`config.mk`:
```
export PLATFORM = sky130hd
export DESIGN_NAME = disp_tgen_top
export DESIGN_NICKNAME = d
export VERILOG_FILES = /design/src/rtl/disp_tgen_pkg.sv /design/src/rtl/disp_tgen_regs.sv /design/src/rtl/disp_tgen_cnt.sv /design/src/rtl/disp_tgen_win.sv /design/src/rtl/disp_tgen_irq.sv /design/src/rtl/disp_tgen_top.sv
export SDC_FILE = /design/constraint.sdc
export NUM_CORES = 2
export LEC_CHECK = 0
export BUFFER_PORTS_ARGS = -buffer_cell sky130_fd_sc_hd__buf_2
export CAP_MARGIN = 10
export CORE_MARGIN = 5
export CORE_UTILIZATION = 68
export CTS_BUF_LIST = sky130_fd_sc_hd__clkbuf_4 sky130_fd_sc_hd__clkbuf_8 sky130_fd_sc_hd__clkbuf_16
export CTS_CLUSTER_SIZE = 12
export DETAILED_ROUTE_END_ITERATION = 10
export PLACE_DENSITY_LB_ADDON = 0.2
export SYNTH_ARGS = -nofsm -noshare
export SYNTH_HDL_FRONTEND = slang
export SYNTH_SLANG_ARGS = --single-unit
```
`constraint.sdc`:
```
create_clock -name clk -period 63.6 [get_ports clk]
set_input_delay 3.18 -clock clk [delete_from_list [all_inputs] [get_ports clk]]
set_output_delay 3.18 -clock clk [all_outputs]
set_load 0.01 [all_outputs]
```
`src/rtl/disp_tgen_pkg.sv`:
```
package disp_tgen_pkg;

  localparam int unsigned CW        = 13;  // coordinate field width
  localparam int unsigned DW        = 32;  // register data width
  localparam int unsigned YLSB      = 16;  // lsb of Y field in a coordinate word
  localparam int unsigned START_BIT = 8;

  // word offsets
  localparam int unsigned A_CTRL = 0;
  localparam int unsigned A_STAT = 1;
  localparam int unsigned A_CLR  = 2;
  localparam int unsigned A_MASK = 3;
  localparam int unsigned A_GEO  = 4;

  // index inside the geometry bank (offset = A_GEO + index)
  localparam int unsigned G_EXT  = 0;
  localparam int unsigned G_DTOP = 1;
  localparam int unsigned G_DBOT = 2;
  localparam int unsigned G_SYNC = 3;
  localparam int unsigned G_CTX  = 4;
  localparam int unsigned G_LINE = 5;

  typedef struct packed {
    logic [CW-1:0] y;
    logic [CW-1:0] x;
  } coord_t;

  function automatic logic [DW-1:0] pack_coord(coord_t c);
    logic [DW-1:0] w;
    w             = '0;
    w[CW-1:0]     = c.x;
    w[YLSB +: CW] = c.y;
    return w;
  endfunction

endpackage

```
`src/rtl/disp_tgen_regs.sv`:
```
module disp_tgen_regs
  import disp_tgen_pkg::*;
#(
  parameter int unsigned NCH   = 3,
  parameter int unsigned NLINE = 4,
  parameter int unsigned AW    = 5
) (
  input  logic                           clk,
  input  logic                           rst_n,
  input  logic                           wr_en,
  input  logic [AW-1:0]                  addr,
  input  logic [DW-1:0]                  wdata,
  output logic [DW-1:0]                  rdata,
  input  logic [NLINE-1:0]               stat,
  input  logic                           frame_end,
  output logic                           run,
  output logic [NCH-1:0]                 ch_en,
  output logic [NLINE-1:0]               mask,
  output logic [NLINE-1:0]               clr,
  output coord_t [5+NLINE+2*NCH-1:0]     geo
);

  localparam int unsigned NGEO = 5 + NLINE + 2*NCH;

  logic                 run_q, run_d;
  logic [NCH-1:0]       en_q, en_d;
  logic [NLINE-1:0]     mask_q, mask_d;
  coord_t [NGEO-1:0]    pend_q, pend_d;
  coord_t [NGEO-1:0]    act_q, act_d;
  logic                 act_load;
  coord_t               wcoord;
  logic                 unused_wdata;

  assign wcoord.x     = wdata[CW-1:0];
  assign wcoord.y     = wdata[YLSB +: CW];
  assign unused_wdata = ^{wdata[DW-1:YLSB+CW], wdata[YLSB-1:CW]};

  // staged geometry reaches the timing logic only between frames
  assign act_load = !run_q || frame_end;

  always_comb begin
    run_d  = run_q;
    en_d   = en_q;
    mask_d = mask_q;
    pend_d = pend_q;
    clr    = '0;
    if (wr_en) begin
      if (addr == AW'(A_CTRL)) begin
        run_d = wdata[START_BIT];
        for (int i = 0; i < NCH; i++) en_d[i] = wdata[NCH-1-i];
      end
      if (addr == AW'(A_MASK)) mask_d = wdata[NLINE-1:0];
      if (addr == AW'(A_CLR))  clr    = wdata[NLINE-1:0];
      for (int g = 0; g < NGEO; g++) begin
        if (addr == AW'(A_GEO + g)) pend_d[g] = wcoord;
      end
    end
    act_d = act_load ? pend_q : act_q;
  end

  always_comb begin
    rdata = '0;
    if (addr == AW'(A_CTRL)) begin
      rdata[START_BIT] = run_q;
      for (int i = 0; i < NCH; i++) rdata[NCH-1-i] = en_q[i];
    end
    if (addr == AW'(A_STAT)) rdata[NLINE-1:0] = stat;
    if (addr == AW'(A_MASK)) rdata[NLINE-1:0] = mask_q;
    for (int g = 0; g < NGEO; g++) begin
      if (addr == AW'(A_GEO + g)) rdata = pack_coord(pend_q[g]);
    end
  end

  always_ff @(posedge clk or negedge rst_n) begin
    if (!rst_n) begin
      run_q  <= 1'b0;
      en_q   <= '0;
      mask_q <= '0;
      pend_q <= '0;
      act_q  <= '0;
    end else begin
      run_q  <= run_d;
      en_q   <= en_d;
      mask_q <= mask_d;
      pend_q <= pend_d;
      act_q  <= act_d;
    end
  end

  assign run   = run_q;
  assign ch_en = en_q;
  assign mask  = mask_q;
  assign geo   = act_q;

  AST_GEO_FROZEN_MIDFRAME: assert property (@(posedge clk) disable iff (!rst_n)
    (run_q && !frame_end) |=> $stable(act_q));

endmodule

```
`src/rtl/disp_tgen_cnt.sv`:
```
module disp_tgen_cnt
  import disp_tgen_pkg::*;
(
  input  logic   clk,
  input  logic   rst_n,
  input  logic   run,
  input  coord_t ext,
  output coord_t pos,
  output logic   frame_end
);

  coord_t pos_q, pos_d;
  logic   x_end, y_end;

  assign x_end     = (pos_q.x == ext.x);
  assign y_end     = (pos_q.y == ext.y);
  assign frame_end = run && x_end && y_end;

  always_comb begin
    pos_d = pos_q;
    if (!run) begin
      pos_d = '0;
    end else if (x_end) begin
      pos_d.x = '0;
      pos_d.y = y_end ? '0 : pos_q.y + 1'b1;
    end else begin
      pos_d.x = pos_q.x + 1'b1;
    end
  end

  always_ff @(posedge clk or negedge rst_n) begin
    if (!rst_n) pos_q <= '0;
    else        pos_q <= pos_d;
  end

  assign pos = pos_q;

  AST_X_WITHIN_FRAME: assert property (@(posedge clk) disable iff (!rst_n)
    run |-> (pos_q.x <= ext.x) && (pos_q.y <= ext.y));
  AST_X_WRAPS: assert property (@(posedge clk) disable iff (!rst_n)
    (run && x_end) |=> (pos_q.x == '0));
  AST_IDLE_ZERO: assert property (@(posedge clk) disable iff (!rst_n)
    !run |=> (pos_q == '0));

endmodule

```
`src/rtl/disp_tgen_win.sv`:
```
module disp_tgen_win
  import disp_tgen_pkg::*;
(
  input  logic   run,
  input  logic   en,
  input  coord_t pos,
  input  coord_t top,
  input  coord_t bot,
  output logic   act
);

  logic in_x, in_y;

  // top corner exclusive, bottom corner inclusive; all-zero corners give an empty window
  assign in_x = (pos.x > top.x) && (pos.x <= bot.x);
  assign in_y = (pos.y > top.y) && (pos.y <= bot.y);
  assign act  = run && en && in_x && in_y;

endmodule

```
`src/rtl/disp_tgen_irq.sv`:
```
module disp_tgen_irq
  import disp_tgen_pkg::*;
#(
  parameter int unsigned NLINE = 4
) (
  input  logic                 clk,
  input  logic                 rst_n,
  input  logic                 run,
  input  coord_t               pos,
  input  coord_t               ctx,
  input  coord_t [NLINE-1:0]   lines,
  input  logic   [NLINE-1:0]   clr,
  input  logic   [NLINE-1:0]   mask,
  output logic   [NLINE-1:0]   stat,
  output logic                 irq,
  output logic                 db_pulse,
  output logic                 sb_pulse
);

  logic             sol;
  logic [NLINE-1:0] ev;
  logic [NLINE-1:0] stat_q, stat_d;
  logic [NLINE-1:0] unused_lx;

  assign sol      = run && (pos.x == '0);
  assign db_pulse = sol && (pos.y == ctx.x);
  assign sb_pulse = sol && (pos.y == ctx.y);

  for (genvar k = 0; k < NLINE; k++) begin : g_line
    assign ev[k]        = sol && (pos.y == lines[k].y);
    assign unused_lx[k] = ^lines[k].x;

    AST_STAT_STICKY: assert property (@(posedge clk) disable iff (!rst_n)
      (stat_q[k] && !clr[k]) |=> stat_q[k]);
    AST_STAT_CLEARS: assert property (@(posedge clk) disable iff (!rst_n)
      (clr[k] && !ev[k]) |=> !stat_q[k]);
  end

  // an event in the same cycle as its clear survives
  assign stat_d = (stat_q & ~clr) | ev;

  always_ff @(posedge clk or negedge rst_n) begin
    if (!rst_n) stat_q <= '0;
    else        stat_q <= stat_d;
  end

  assign stat = stat_q;
  assign irq  = |(stat_q & mask);

endmodule

```
`src/rtl/disp_tgen_top.sv`:
```
module disp_tgen_top
  import disp_tgen_pkg::*;
#(
  parameter int unsigned NCH   = 3,
  parameter int unsigned NLINE = 4,
  parameter int unsigned AW    = 5
) (
  input  logic              clk,
  input  logic              rst_n,
  input  logic              reg_wr,
  input  logic [AW-1:0]     reg_addr,
  input  logic [31:0]       reg_wdata,
  output logic [31:0]       reg_rdata,
  output logic              hsync,
  output logic              vsync,
  output logic              disp_en,
  output logic [NCH-1:0]    ch_act,
  output logic [12:0]       pos_x,
  output logic [12:0]       pos_y,
  output logic              ctx_db_pulse,
  output logic              ctx_sb_pulse,
  output logic              irq
);

  localparam int unsigned NGEO   = 5 + NLINE + 2*NCH;
  localparam int unsigned G_CHAN = G_LINE + NLINE;

  logic              rst_meta, rst_int;
  logic              run, frame_end;
  logic [NCH-1:0]    ch_en;
  logic [NLINE-1:0]  mask, clr, stat;
  coord_t [NGEO-1:0] geo;
  coord_t            pos;

  // asynchronous assertion, synchronous release
  always_ff @(posedge clk or negedge rst_n) begin
    if (!rst_n) begin
      rst_meta <= 1'b0;
      rst_int  <= 1'b0;
    end else begin
      rst_meta <= 1'b1;
      rst_int  <= rst_meta;
    end
  end

  disp_tgen_regs #(.NCH(NCH), .NLINE(NLINE), .AW(AW)) regs_i (
    .clk       (clk),
    .rst_n     (rst_int),
    .wr_en     (reg_wr),
    .addr      (reg_addr),
    .wdata     (reg_wdata),
    .rdata     (reg_rdata),
    .stat      (stat),
    .frame_end (frame_end),
    .run       (run),
    .ch_en     (ch_en),
    .mask      (mask),
    .clr       (clr),
    .geo       (geo)
  );

  disp_tgen_cnt cnt_i (
    .clk       (clk),
    .rst_n     (rst_int),
    .run       (run),
    .ext       (geo[G_EXT]),
    .pos       (pos),
    .frame_end (frame_end)
  );

  disp_tgen_win disp_win_i (
    .run (run),
    .en  (1'b1),
    .pos (pos),
    .top (geo[G_DTOP]),
    .bot (geo[G_DBOT]),
    .act (disp_en)
  );

  for (genvar c = 0; c < NCH; c++) begin : g_chan
    disp_tgen_win ch_win_i (
      .run (run),
      .en  (ch_en[c]),
      .pos (pos),
      .top (geo[G_CHAN + 2*c]),
      .bot (geo[G_CHAN + 2*c + 1]),
      .act (ch_act[c])
    );
  end

  disp_tgen_irq #(.NLINE(NLINE)) irq_i (
    .clk      (clk),
    .rst_n    (rst_int),
    .run      (run),
    .pos      (pos),
    .ctx      (geo[G_CTX]),
    .lines    (geo[G_LINE +: NLINE]),
    .clr      (clr),
    .mask     (mask),
    .stat     (stat),
    .irq      (irq),
    .db_pulse (ctx_db_pulse),
    .sb_pulse (ctx_sb_pulse)
  );

  assign hsync = run && (pos.x < geo[G_SYNC].x);
  assign vsync = run && (pos.y < geo[G_SYNC].y);
  assign pos_x = pos.x;
  assign pos_y = pos.y;

  AST_IDLE_OUTPUTS_QUIET: assert property (@(posedge clk) disable iff (!rst_int)
    !run |-> !hsync && !vsync && !disp_en && (ch_act == '0)
             && !ctx_db_pulse && !ctx_sb_pulse);

endmodule

```
==> results.md <==
- Status: completed
- Count of pins over their slew limit: 0
- EDFF count, synth: 0
- Largest net degree at the start of global routing: 182
- Synth area leaders: dfrtp_1 (49%), mux2_2 (19%), ha_1 (7.5%)
- Routed wire length: 124 mm
- Initial DRT Pass Iterations: 7
- Worst Hold Path EP: rst_int
- Clock Latency Late Sink: 0.65 ns
- Vias per cell: 6.92
- DIE HEIGHT: 251 µm
- Initial core utilization: 68.4%
- Leakage power: ~21 nW
- Clock skew: 0.0213 ns
- R2r endpoint: regs_i.geo[237]
- Clock Pin Slew Worst Setup and Hold Paths: 0.06 ns
- WP buf/inv: 4
- Critical Path Start Type: input port
- Via Count: around 30000
- Setup CP Type: in -> out
- Min Tclk post-route: 10.70 ns
- CTS Root Cell: clkbuf_16
- Count of different cell masters after synthesis: between 70 and 80
- Core area: around 0.058 mm²
- Num rows: 88
- CP max stage delay: ~1.1 ns
- Port Buffers: 94
- Synth cell count leaders: dfrtp_1 (768), mux2_2 (672), inv_1 (238)
- PD cells: 34.7 mW/mm²
- Die area: around 0.063 mm²
- Mapped Cells: approximately 3400
- Hold Startpoint: rst_meta
- Cell family with most CP delay: simple AND/OR/NAND/NOR gates
- Setup TNS: 0 ns
- Cell Chain, Critical Path: buf_2, buf_4, nor3b_1, buf_4, and2_1, nand2_1, a32oi_1, o221ai_1, a31oi_1, buf_2
- Post_cts resized: 0
- Detailed Place HPWL: 83.1 mm
- CTS tree: done
- Post-synth top area cell: dfrtp_1
- Crit path DAT: around 7.5 ns
- Final Hold Fails: 0
- Sequential area share after synthesis: 48.8%
- Die Wd: 251 µm
- Hold Path Cell Cnt: 0
- Critical Path RT: 60.42 ns
- Share of layout cells above drive strength 1: between 20% and 30%
- Final nets: 3717
- Primary FF master, synth: dfrtp_1
- Number of fillers in the final layout: roughly 3700
- FF-to-FF path depth: 7
- Mapped Area: around 0.04 mm²
- Final setup fails: 0
- TritonCTS Buffers: 80
- # IOs: 107
- Worst hold-check path type: reg -> reg
- ANT cells: 0
- Worst hold slack: 0.350 ns
- RSZ-0062 raised after global routing: no
- # hold bufs at CTS: 0
- Asr flop ratio synth: 100%
- Max Freq: 0.0935 GHz
- Reg2Reg Launch Point: cnt_i.pos[11]
- Initial antenna violation count: 6
- Crit. End Element: primary output
- GPL Wtd Cong: 0.953
- Max-cap viol count: 0
- Most common cell in the netlist: dfrtp_1
- Layout area overhead: 9.27%
- Crit path depth: 10
- Slowest cell on the critical path: nor3b_1
- Worst vdd ir: roughly 27 µV
- Clk sinks: ~770
- Post-CTS Setup Bufs: 0
- Yosys warnings: 0
- Grt total ovfl: 0
- H-tree depth: 3
- Global-route wire length before repair: roughly 190 mm
- Headroom to the max-slew limit: 12.6%
- Routed WL per cell: 29.1 µm
- CTS Buffer Depth: 3
- Slack of the worst reg-to-reg path: between 50 and 60 ns
- CP Max Fanout: 46
- Vias in the first global route: 30400
- Initial DRC Count: 3265
- Post-synth top area share: about 50%
- Post-synthesis register bit count: ~770
- Slew @ Worst Pin: 1.31 ns
- Mapped Avg Cell Area: 11.6 µm²
- Final ANT Viol Nets: 0
- GRT Total Usage: 39.0%
- Drc violations: 0
- Final worst-path cycle share: 16.8%
## worst reg2reg max path, delay by kind of cell, from the launching register on
family / cells / cell delay, ns
and+or+nand+nor: 2 / 0.78
DFF: 1 / 1.16
AOI/OAI and AO/OA: 1 / 0.90
muxes: 1 / 0.53
xor gates and xnor gates: 1 / 0.16
buffers and inverters: 2 / 2.08
## final cells by class
cell class | instances | area, µm² | share of cell area, %
clock inverter | 14 | 140 | 0.326
inverter | 238 | 893 | 2.08
timing repair buffer | 169 | 1050 | 2.43
sequential | 768 | 19200 | 44.7
tap | 765 | 957 | 2.22
multi-input combinational | 2185 | 18300 | 42.6
clock buffer | 124 | 2440 | 5.68
## registers in the layout (all words and copies together), names as in the netlist
name	flops
cnt_i.pos	26
rst_meta	1
regs_i.mask	4
regs_i.run	1
regs_i.ch_en	3
rst_int	1
regs_i.pend_q	390
irq_i.stat	4
regs_i.geo	338
## report_power, final
group	switching, mW	total [mW]	internal, mW
clock network	0.197	0.466	0.269
logic	0.175	0.340	0.165
registers	0.0842	0.686	0.602
## routing by layer
layer  part of all wire [%]  wire length (µm)  GRT usage, %  vias up
li1                       -                 -             -    12300
met1                     37             46400          51.3    14900
met2                     45             55300          59.4     1793
met3                     11             13700          10.4      554
met4                    6.9              8520          21.5       10
met5                  0.051                63             0        -
## logic make-up (layout without fill, tap and decap cells)
kind of cell	after synthesis	in the layout	synth area share, %
AOI/OAI and AO/OA	605	605	10.0
xor gates and xnor gates	120	120	2.67
adders and majority gates	235	235	7.47
buffers and inverters	439	545	4.76
DFF	768	768	48.8
muxes	680	680	19.4
other	2	7	0.0191
and+or+nand+nor	538	538	6.83
## worst max-delay path by stage
stage | from | endpoint
floorplan | rst_int | cnt_i.pos[0]
global placement | reg_addr[2] | reg_rdata[12]
detailed placement | reg_addr[2] | reg_rdata[12]
CTS | reg_addr[2] | reg_rdata[12]
global route | reg_addr[2] | reg_rdata[12]
finish | reg_addr[2] | reg_rdata[12]
## placed cells by master (no fill, tap or decap), types with 8 or more instances in the layout
master and instances:
clkbuf_16 80, buf_4 74, nand3_1 64, nor4_1 27, mux2_2 672, a211o_1 9
o21ai_0 186, nor3_1 21, xor2_1 69, nand4_1 43, a22oi_1 58, dfrtp_1 767
a22o_1 17, nor2b_1 25, buf_2 94, nand2_1 159, or4_1 11, clkbuf_4 26
o211ai_1 20, nor2_1 96, o21a_1 18, mux2i_1 8, a221oi_1 13, inv_1 238
nand2b_1 28, ha_1 235, nand3b_1 8, a222oi_1 13, o22ai_1 37, a31oi_1 22
a21oi_1 90, clkbuf_8 18, xnor2_1 51, o221ai_1 9, a21o_1 30, a211oi_1 23
and3_1 18
## through the flow
stage / cell area [µm²] / instances / setup slack (ns) / power (mW) / utilization (%)
3_3_place_gp: 40400 / 4125 / 53.15 / 0.995 / 70.2
3_5_place_dp: 40400 / 4125 / 53.07 / 1.02 / 70.2
2_1_floorplan: 39400 / 3392 / 40.61 / 0.917 / -
6_report: 43000 / 4263 / 52.90 / 1.49 / 74.7
4_1_cts: 43000 / 4263 / 53.20 / 1.49 / 74.7
5_1_grt: 43000 / 4263 / 53.01 / 1.55 / 74.7
No activity file was read; power rests on OpenSTA's default activity.
